[config.mk]
export PLATFORM = sky130hd
export DESIGN_NAME = sram_access_filter
export DESIGN_NICKNAME = d
export VERILOG_FILES = /design/src/rtl/sraf_pkg.sv /design/src/rtl/sraf_sram.sv /design/src/rtl/sraf_sleep_ctl.sv /design/src/rtl/sraf_track.sv /design/src/rtl/sram_access_filter.sv
export SDC_FILE = /design/constraint.sdc
export NUM_CORES = 2
export LEC_CHECK = 0
export ABC_AREA = 1
export BUFFER_PORTS_ARGS = -buffer_cell sky130_fd_sc_hd__buf_2
export CAP_MARGIN = 10
export CORE_ASPECT_RATIO = 0.6
export CORE_MARGIN = 2
export CORE_UTILIZATION = 30
export CTS_BUF_LIST = sky130_fd_sc_hd__clkbuf_4 sky130_fd_sc_hd__clkbuf_8
export CTS_CLUSTER_SIZE = 25
export DETAILED_ROUTE_END_ITERATION = 6
export SYNTH_ARGS = -nofsm -noshare
export SYNTH_HDL_FRONTEND = slang
export SYNTH_SLANG_ARGS = --single-unit
[constraint.sdc]
create_clock -name clk -period 2.55 [get_ports clk]
set_input_delay 0.1275 -clock clk [delete_from_list [all_inputs] [get_ports clk]]
set_output_delay 0.1275 -clock clk [all_outputs]
set_load 0.005 [all_outputs]
[src/rtl/sraf_pkg.sv]
package sraf_pkg;
  typedef enum logic [0:0] {PWR_AWAKE = 1'b0, PWR_ASLEEP = 1'b1} pwr_state_t;

  function automatic logic same_word(input logic [63:0] a, input logic [63:0] b);
    return a == b;
  endfunction
endpackage

[src/rtl/sraf_sram.sv]
module sraf_sram #(
  parameter int AW         = 6,
  parameter int DW         = 16,
  parameter bit RETAIN_OUT = 1'b0
) (
  input  logic          clk,
  input  logic          rst_n,
  input  logic          en,
  input  logic          we,
  input  logic [AW-1:0] addr,
  input  logic [DW-1:0] wdata,
  input  logic          sleep,
  output logic [DW-1:0] q
);
  localparam int DEPTH = 1 << AW;

  logic [DW-1:0] arr [DEPTH];

  always_ff @(posedge clk or negedge rst_n) begin
    if (!rst_n) begin
      for (int i = 0; i < DEPTH; i++) arr[i] <= '0;
    end else if (en && we) begin
      arr[addr] <= wdata;
    end
  end

  generate
    if (RETAIN_OUT) begin : g_keep_q
      always_ff @(posedge clk or negedge rst_n) begin
        if (!rst_n)          q <= '0;
        else if (en && !we)  q <= arr[addr];
      end
    end else begin : g_lose_q
      always_ff @(posedge clk or negedge rst_n) begin
        if (!rst_n)          q <= '0;
        else if (sleep)      q <= '0;
        else if (en && !we)  q <= arr[addr];
      end
    end
  endgenerate

  AST_EN_AWAKE: assert property (@(posedge clk) disable iff (!rst_n)
    en |-> !sleep);
endmodule

[src/rtl/sraf_sleep_ctl.sv]
module sraf_sleep_ctl
  import sraf_pkg::*;
#(
  parameter int IDLE_THRESH = 8
) (
  input  logic clk,
  input  logic rst_n,
  input  logic req,
  output logic sleep,
  output logic ready,
  output logic sleep_enter
);
  localparam int IW = $clog2(IDLE_THRESH + 1);
  localparam logic [IW-1:0] LAST_IDLE = IW'(IDLE_THRESH - 1);

  pwr_state_t    st;
  logic [IW-1:0] idle_cnt;

  assign sleep       = (st == PWR_ASLEEP);
  assign ready       = (st == PWR_AWAKE);
  assign sleep_enter = !req && (st == PWR_AWAKE) && (idle_cnt == LAST_IDLE);

  always_ff @(posedge clk or negedge rst_n) begin
    if (!rst_n) begin
      st       <= PWR_AWAKE;
      idle_cnt <= '0;
    end else if (req) begin
      st       <= PWR_AWAKE;
      idle_cnt <= '0;
    end else if (st == PWR_AWAKE) begin
      if (idle_cnt == LAST_IDLE) begin
        st       <= PWR_ASLEEP;
        idle_cnt <= '0;
      end else begin
        idle_cnt <= idle_cnt + 1'b1;
      end
    end
  end

  AST_IDLE_BOUND: assert property (@(posedge clk) disable iff (!rst_n)
    idle_cnt < IW'(IDLE_THRESH));
  AST_WAKE_ONE: assert property (@(posedge clk) disable iff (!rst_n)
    (sleep && req) |=> (!sleep && ready));
endmodule

[src/rtl/sraf_track.sv]
module sraf_track #(
  parameter int AW = 6,
  parameter int DW = 16
) (
  input  logic          clk,
  input  logic          rst_n,
  input  logic          rd_fire,
  input  logic          wr_fire,
  input  logic [AW-1:0] addr,
  input  logic [DW-1:0] wdata,
  input  logic          flush,
  output logic          rd_hit,
  output logic          wr_dup
);
  logic          rd_valid, wr_valid;
  logic [AW-1:0] rd_addr, wr_addr;
  logic [DW-1:0] wr_data;

  assign rd_hit = rd_fire && rd_valid && (addr == rd_addr);
  assign wr_dup = wr_fire && wr_valid && (addr == wr_addr) &&
                  sraf_pkg::same_word(64'(wdata), 64'(wr_data));

  always_ff @(posedge clk or negedge rst_n) begin
    if (!rst_n) begin
      rd_valid <= 1'b0;
      rd_addr  <= '0;
    end else if (rd_fire && !rd_hit) begin
      rd_valid <= 1'b1;
      rd_addr  <= addr;
    end else if ((wr_fire && addr == rd_addr) || flush) begin
      rd_valid <= 1'b0;
    end
  end

  always_ff @(posedge clk or negedge rst_n) begin
    if (!rst_n) begin
      wr_valid <= 1'b0;
      wr_addr  <= '0;
      wr_data  <= '0;
    end else if (wr_fire && !wr_dup) begin
      wr_valid <= 1'b1;
      wr_addr  <= addr;
      wr_data  <= wdata;
    end
  end

  AST_WR_INVAL: assert property (@(posedge clk) disable iff (!rst_n)
    (wr_fire && addr == rd_addr) |=> !rd_valid);
  AST_FLUSH: assert property (@(posedge clk) disable iff (!rst_n)
    flush |=> !rd_valid);
endmodule

[src/rtl/sram_access_filter.sv]
module sram_access_filter #(
  parameter int AW          = 6,
  parameter int DW          = 16,
  parameter int IDLE_THRESH = 8,
  parameter bit RETAIN_OUT  = 1'b0,
  parameter int CNT_W       = 16
) (
  input  logic             clk,
  input  logic             rst_n,
  input  logic             req,
  input  logic             we,
  input  logic [AW-1:0]    addr,
  input  logic [DW-1:0]    wdata,
  output logic             ready,
  output logic             rvalid,
  output logic [DW-1:0]    rdata,
  output logic             mem_en,
  output logic             mem_sleep,
  output logic [CNT_W-1:0] rd_skips,
  output logic [CNT_W-1:0] wr_skips,
  output logic [CNT_W-1:0] sleep_cycles
);
  logic fire, rd_fire, wr_fire, rd_hit, wr_dup, sleep_enter, hold_flush;

  assign fire    = req && ready;
  assign rd_fire = fire && !we;
  assign wr_fire = fire && we;

  sraf_sleep_ctl #(.IDLE_THRESH(IDLE_THRESH)) u_sleep (
    .clk(clk), .rst_n(rst_n), .req(req),
    .sleep(mem_sleep), .ready(ready), .sleep_enter(sleep_enter)
  );

  generate
    if (RETAIN_OUT) begin : g_no_flush
      assign hold_flush = 1'b0;
    end else begin : g_flush
      assign hold_flush = sleep_enter;
    end
  endgenerate

  sraf_track #(.AW(AW), .DW(DW)) u_track (
    .clk(clk), .rst_n(rst_n), .rd_fire(rd_fire), .wr_fire(wr_fire),
    .addr(addr), .wdata(wdata), .flush(hold_flush),
    .rd_hit(rd_hit), .wr_dup(wr_dup)
  );

  assign mem_en = fire && !rd_hit && !wr_dup;

  sraf_sram #(.AW(AW), .DW(DW), .RETAIN_OUT(RETAIN_OUT)) u_sram (
    .clk(clk), .rst_n(rst_n), .en(mem_en), .we(we), .addr(addr),
    .wdata(wdata), .sleep(mem_sleep), .q(rdata)
  );

  always_ff @(posedge clk or negedge rst_n) begin
    if (!rst_n) begin
      rvalid       <= 1'b0;
      rd_skips     <= '0;
      wr_skips     <= '0;
      sleep_cycles <= '0;
    end else begin
      rvalid <= rd_fire;
      if (rd_hit)    rd_skips     <= rd_skips + 1'b1;
      if (wr_dup)    wr_skips     <= wr_skips + 1'b1;
      if (mem_sleep) sleep_cycles <= sleep_cycles + 1'b1;
    end
  end

  AST_HIT_QUIET: assert property (@(posedge clk) disable iff (!rst_n)
    (rd_hit || wr_dup) |-> !mem_en);
  AST_IDLE_QUIET: assert property (@(posedge clk) disable iff (!rst_n)
    !req |-> !mem_en);
  AST_RD_LAT: assert property (@(posedge clk) disable iff (!rst_n)
    rd_fire |=> rvalid);
  AST_HOLD_DATA: assert property (@(posedge clk) disable iff (!rst_n)
    rd_hit |=> $stable(rdata));
  AST_SLEEP_CNT: assert property (@(posedge clk) disable iff (!rst_n)
    mem_sleep |=> (sleep_cycles == $past(sleep_cycles) + CNT_W'(1)));
endmodule

==> results.sh <==
export IMPL_status="finished with violations"
export IMPL_violations="setup timing"
export IMPL_grt_max_degree=140
export IMPL_core_um2=199000
export IMPL_r2r_cells=11
export IMPL_fmax_mhz=374
export IMPL_ys_seq_elements=1124
export IMPL_worstHoldStart="addr[1]"
export IMPL_synth_area_per_cell_um2=7.08
export IMPL_crit_fanout=10
export IMPL_worstSkewPairLatency_ps=920
export IMPL_grt_pass1_vias=56173
export IMPL_hold_viol=0
export IMPL_stdcell_count=11307
export IMPL_worstMarginPinSlew_ps=1160
export IMPL_setup_violations=1
export IMPL_numCtsBuffers=182
export IMPL_clk_pin_slew_worst_paths_ps=60
export IMPL_die_h_um=351
export IMPL_io_pins=94
export IMPL_seq_area_frac_synth_pct=46.8
export IMPL_crit_required_ps=2420
export IMPL_synthToLayoutAreaGrowth_pct=16.3
export IMPL_vdd_drop_max_uv=345
export IMPL_power_leakage_nw=38.4
export IMPL_portBuffers=93
export IMPL_yosys_area_top_type="dfrtp_1"
export IMPL_synth_edf_count=0
export IMPL_grt_use_met3_pct=6.31
export IMPL_synth_commonest_cells="5125 x nand2_1, 1124 x dfrtp_1, 1035 x nand4_1"
export IMPL_die_area_um2=204000
export IMPL_worstPathCellList="or2_2, nand3_2, nor2_1, nand2_2, nor2_4, buf_12, nor3b_4, buf_2"
export IMPL_cts_sinks=1124
export IMPL_grt_overflow_total=0
export IMPL_holdPathStages=5
export IMPL_vias=60311
export IMPL_cp_arrival_ps=2540
export IMPL_holdCritPathClass="input pin to flip-flop"
export IMPL_cts_buffer_depth=4
export IMPL_ys_warn_count=0
export IMPL_critPathLaunch="u_track.rd_addr[0]"
export IMPL_routed_wl_um=236000
export IMPL_worstReg2RegStart="u_track.rd_addr[1]"
export IMPL_drc_errors=0
export IMPL_avgRoutedWirePerCell_um=20.9
export IMPL_drv_cap=0
export IMPL_ant_nets=0
export IMPL_start_kind="flip-flop"
export IMPL_endpoint_kind="output pin"
export IMPL_cts_root_buffer_cell="clkbuf_8"
export IMPL_cp_slowest_stage_delay_ps=400
export IMPL_gr_max_usage_layer="met1"
export IMPL_drive_gt1_share_pct=11.7
export IMPL_placed_cells=10929
export IMPL_synth_ff_type="dfrtp_1"
export IMPL_drtIter0Drc=8020
export IMPL_synth_async_reset_ratio_pct=100
export IMPL_slew_headroom_pct=22.7
export IMPL_nFillCells=21037
export IMPL_start_util_pct=30.1
export IMPL_synth_top_area_share_pct=46.8
export IMPL_worst_slack_ps=-122
export IMPL_min_period_ps=2670
export IMPL_gr_usage_all_layers_pct=22.3
export IMPL_use_met1_pct=33.4
export IMPL_synth_area_leaders="dfrtp_1 47%, nand2_1 32%, nand4_1 11%"
export IMPL_place_congestion=0.908
export IMPL_fin_crit_sh_pct=105
export IMPL_grt_first_pass_wirelength_um=356000
export IMPL_fin_skew_ps=73.7
export IMPL_rsz0062_at_grt="true"
export IMPL_rows=127
export IMPL_met2_usage_pct=31.0
export IMPL_critPathKind="flip-flop to output pin"
export IMPL_antenna_found_initial=2
export IMPL_yosysMostFrequentCell="nand2_1"
export IMPL_htreeDepth=4
export IMPL_final_core_util_pct=35.0
export IMPL_cts_tree="done"
export IMPL_hpwl_um=145000
export IMPL_slowest_stage="dfrtp_1"
export IMPL_r2r_slack_ps=40
export IMPL_syn_instance_count=8492
export IMPL_synth_cell_type_count=35
export IMPL_syn_nets=8522
export IMPL_drt_first_pass_iters=6
export IMPL_die_x_um=582
export IMPL_p_per_area_nw_per_um2=611
export IMPL_via_per_inst=5.33
export IMPL_syn_area_um2=60100
export IMPL_nets=8568
export IMPL_slew_violations=0
[layout make-up]
type | instances | area (µm²) | share of cell area [%]
Tap cell | 2644 | 3310 | 4.73
Antenna cell | 3 | 7.51 | 0.0107
Sequential cell | 1124 | 28100 | 40.2
Clock inverter | 17 | 144 | 0.206
Clock buffer | 289 | 3580 | 5.12
Multi-Input combinational cell | 6595 | 28900 | 41.4
Timing Repair Buffer | 560 | 5490 | 7.86
Inverter | 75 | 315 | 0.451
[path summary, 6_finish.rpt]
path / end
setup / recovery: mem_en
hold / removal: u_track.rd_addr[1]
setup reg to reg: u_track.rd_valid
hold reg to reg: u_sram.arr[978]
max in group asynchronous: u_sram.arr[349]
min in group asynchronous: u_sram.arr[819]
[per-layer routing]
layer  up-vias  share of wire [%]
met1     29395                 45
met4         2                2.5
met3       386                 12
li1      27435                  -
met5         -             0.0051
met2      3093                 40
[sequential cells by signal (all words and copies together), names as in the netlist]
signal            cells
u_sram.q             16
u_track.rd_addr       6
u_sram.arr         1024
rd_skips             16
u_track.wr_data      16
u_track.rd_valid      1
u_track.wr_addr       6
u_track.wr_valid      1
sleep_cycles         16
wr_skips             16
rvalid                1
u_sleep.sleep         1
u_sleep.idle_cnt      4
[layout by cell type, fill, tap and decap left out, drive strengths merged]
master       synthesis  layout
nand3              123     134
inv                 75      76
o21ai               50      50
and3                 1       1
xnor2               25      25
o22ai                1       1
xor2                33      33
a21oi                2       2
nor4                 1       1
buf                350     518
o31ai                1       1
clkinv               0      12
nand2             5127    5127
clkinvlp             0       2
ha                   4       4
nor2               146     146
or2                  6       6
nand3b               1       1
clkbuf             359     296
bufinv               0       2
nand4             1035    1035
bufbuf               0       3
dlygate4sd3          0      32
diode                0       3
and3b                1       1
nor3                25      25
nor3b                2       2
dfrtp             1124    1124
[metrics by stage]
stage	instance area (µm²)	TNS (ps)	total power [mW]	hold slack (ps)	setup slack, ps
final	69900	-122	42.7	65.8	-122
after global routing	69900	-1260	44.5	65.5	-167
after CTS	69300	-239	42.8	22.6	-198
after detailed placement	65100	-494	26.0	81.5	-35.9
after global placement	65100	0	25.8	78.6	4.51
after floorplan	60100	0	23.4	-168	671
[kinds of logic after synthesis]
logic type,count (synthesis),share of synthesized area [%]
compound gates,54,0.456
xor+xnor,58,0.845
fa+ha+maj,4,0.0833
buf+inv,784,5.55
flops,1124,46.8
simple gates,6468,46.3
[worst max-delay path: cells and delay by family (launching register included)]
family        cells  cell delay (ps)
buf+inv           2              300
flops             1              400
simple gates      6              920
[report_power, final]
| group | internal, mW | switching, mW |
|---|---|---|
| combinational | 1.67 | 4.06 |
| clock | 9.03 | 7.83 |
| sequential | 19.3 | 0.900 |
| total | 29.9 | 12.8 |
[what timing repair did]
| action | CTS | global route |
|---|---|---|
| setup buffers | 5 | 10 |
| endpoints found under the hold margin | 1594 | 0 |
| cloned | 3 | 18 |
| pin swaps | 5 | 6 |
| setup endpoints to repair | 108 | 299 |
| resized for setup | 10 | 34 |
| hold buffers | 33 | 0 |
(Power assumes the default switching activity.)
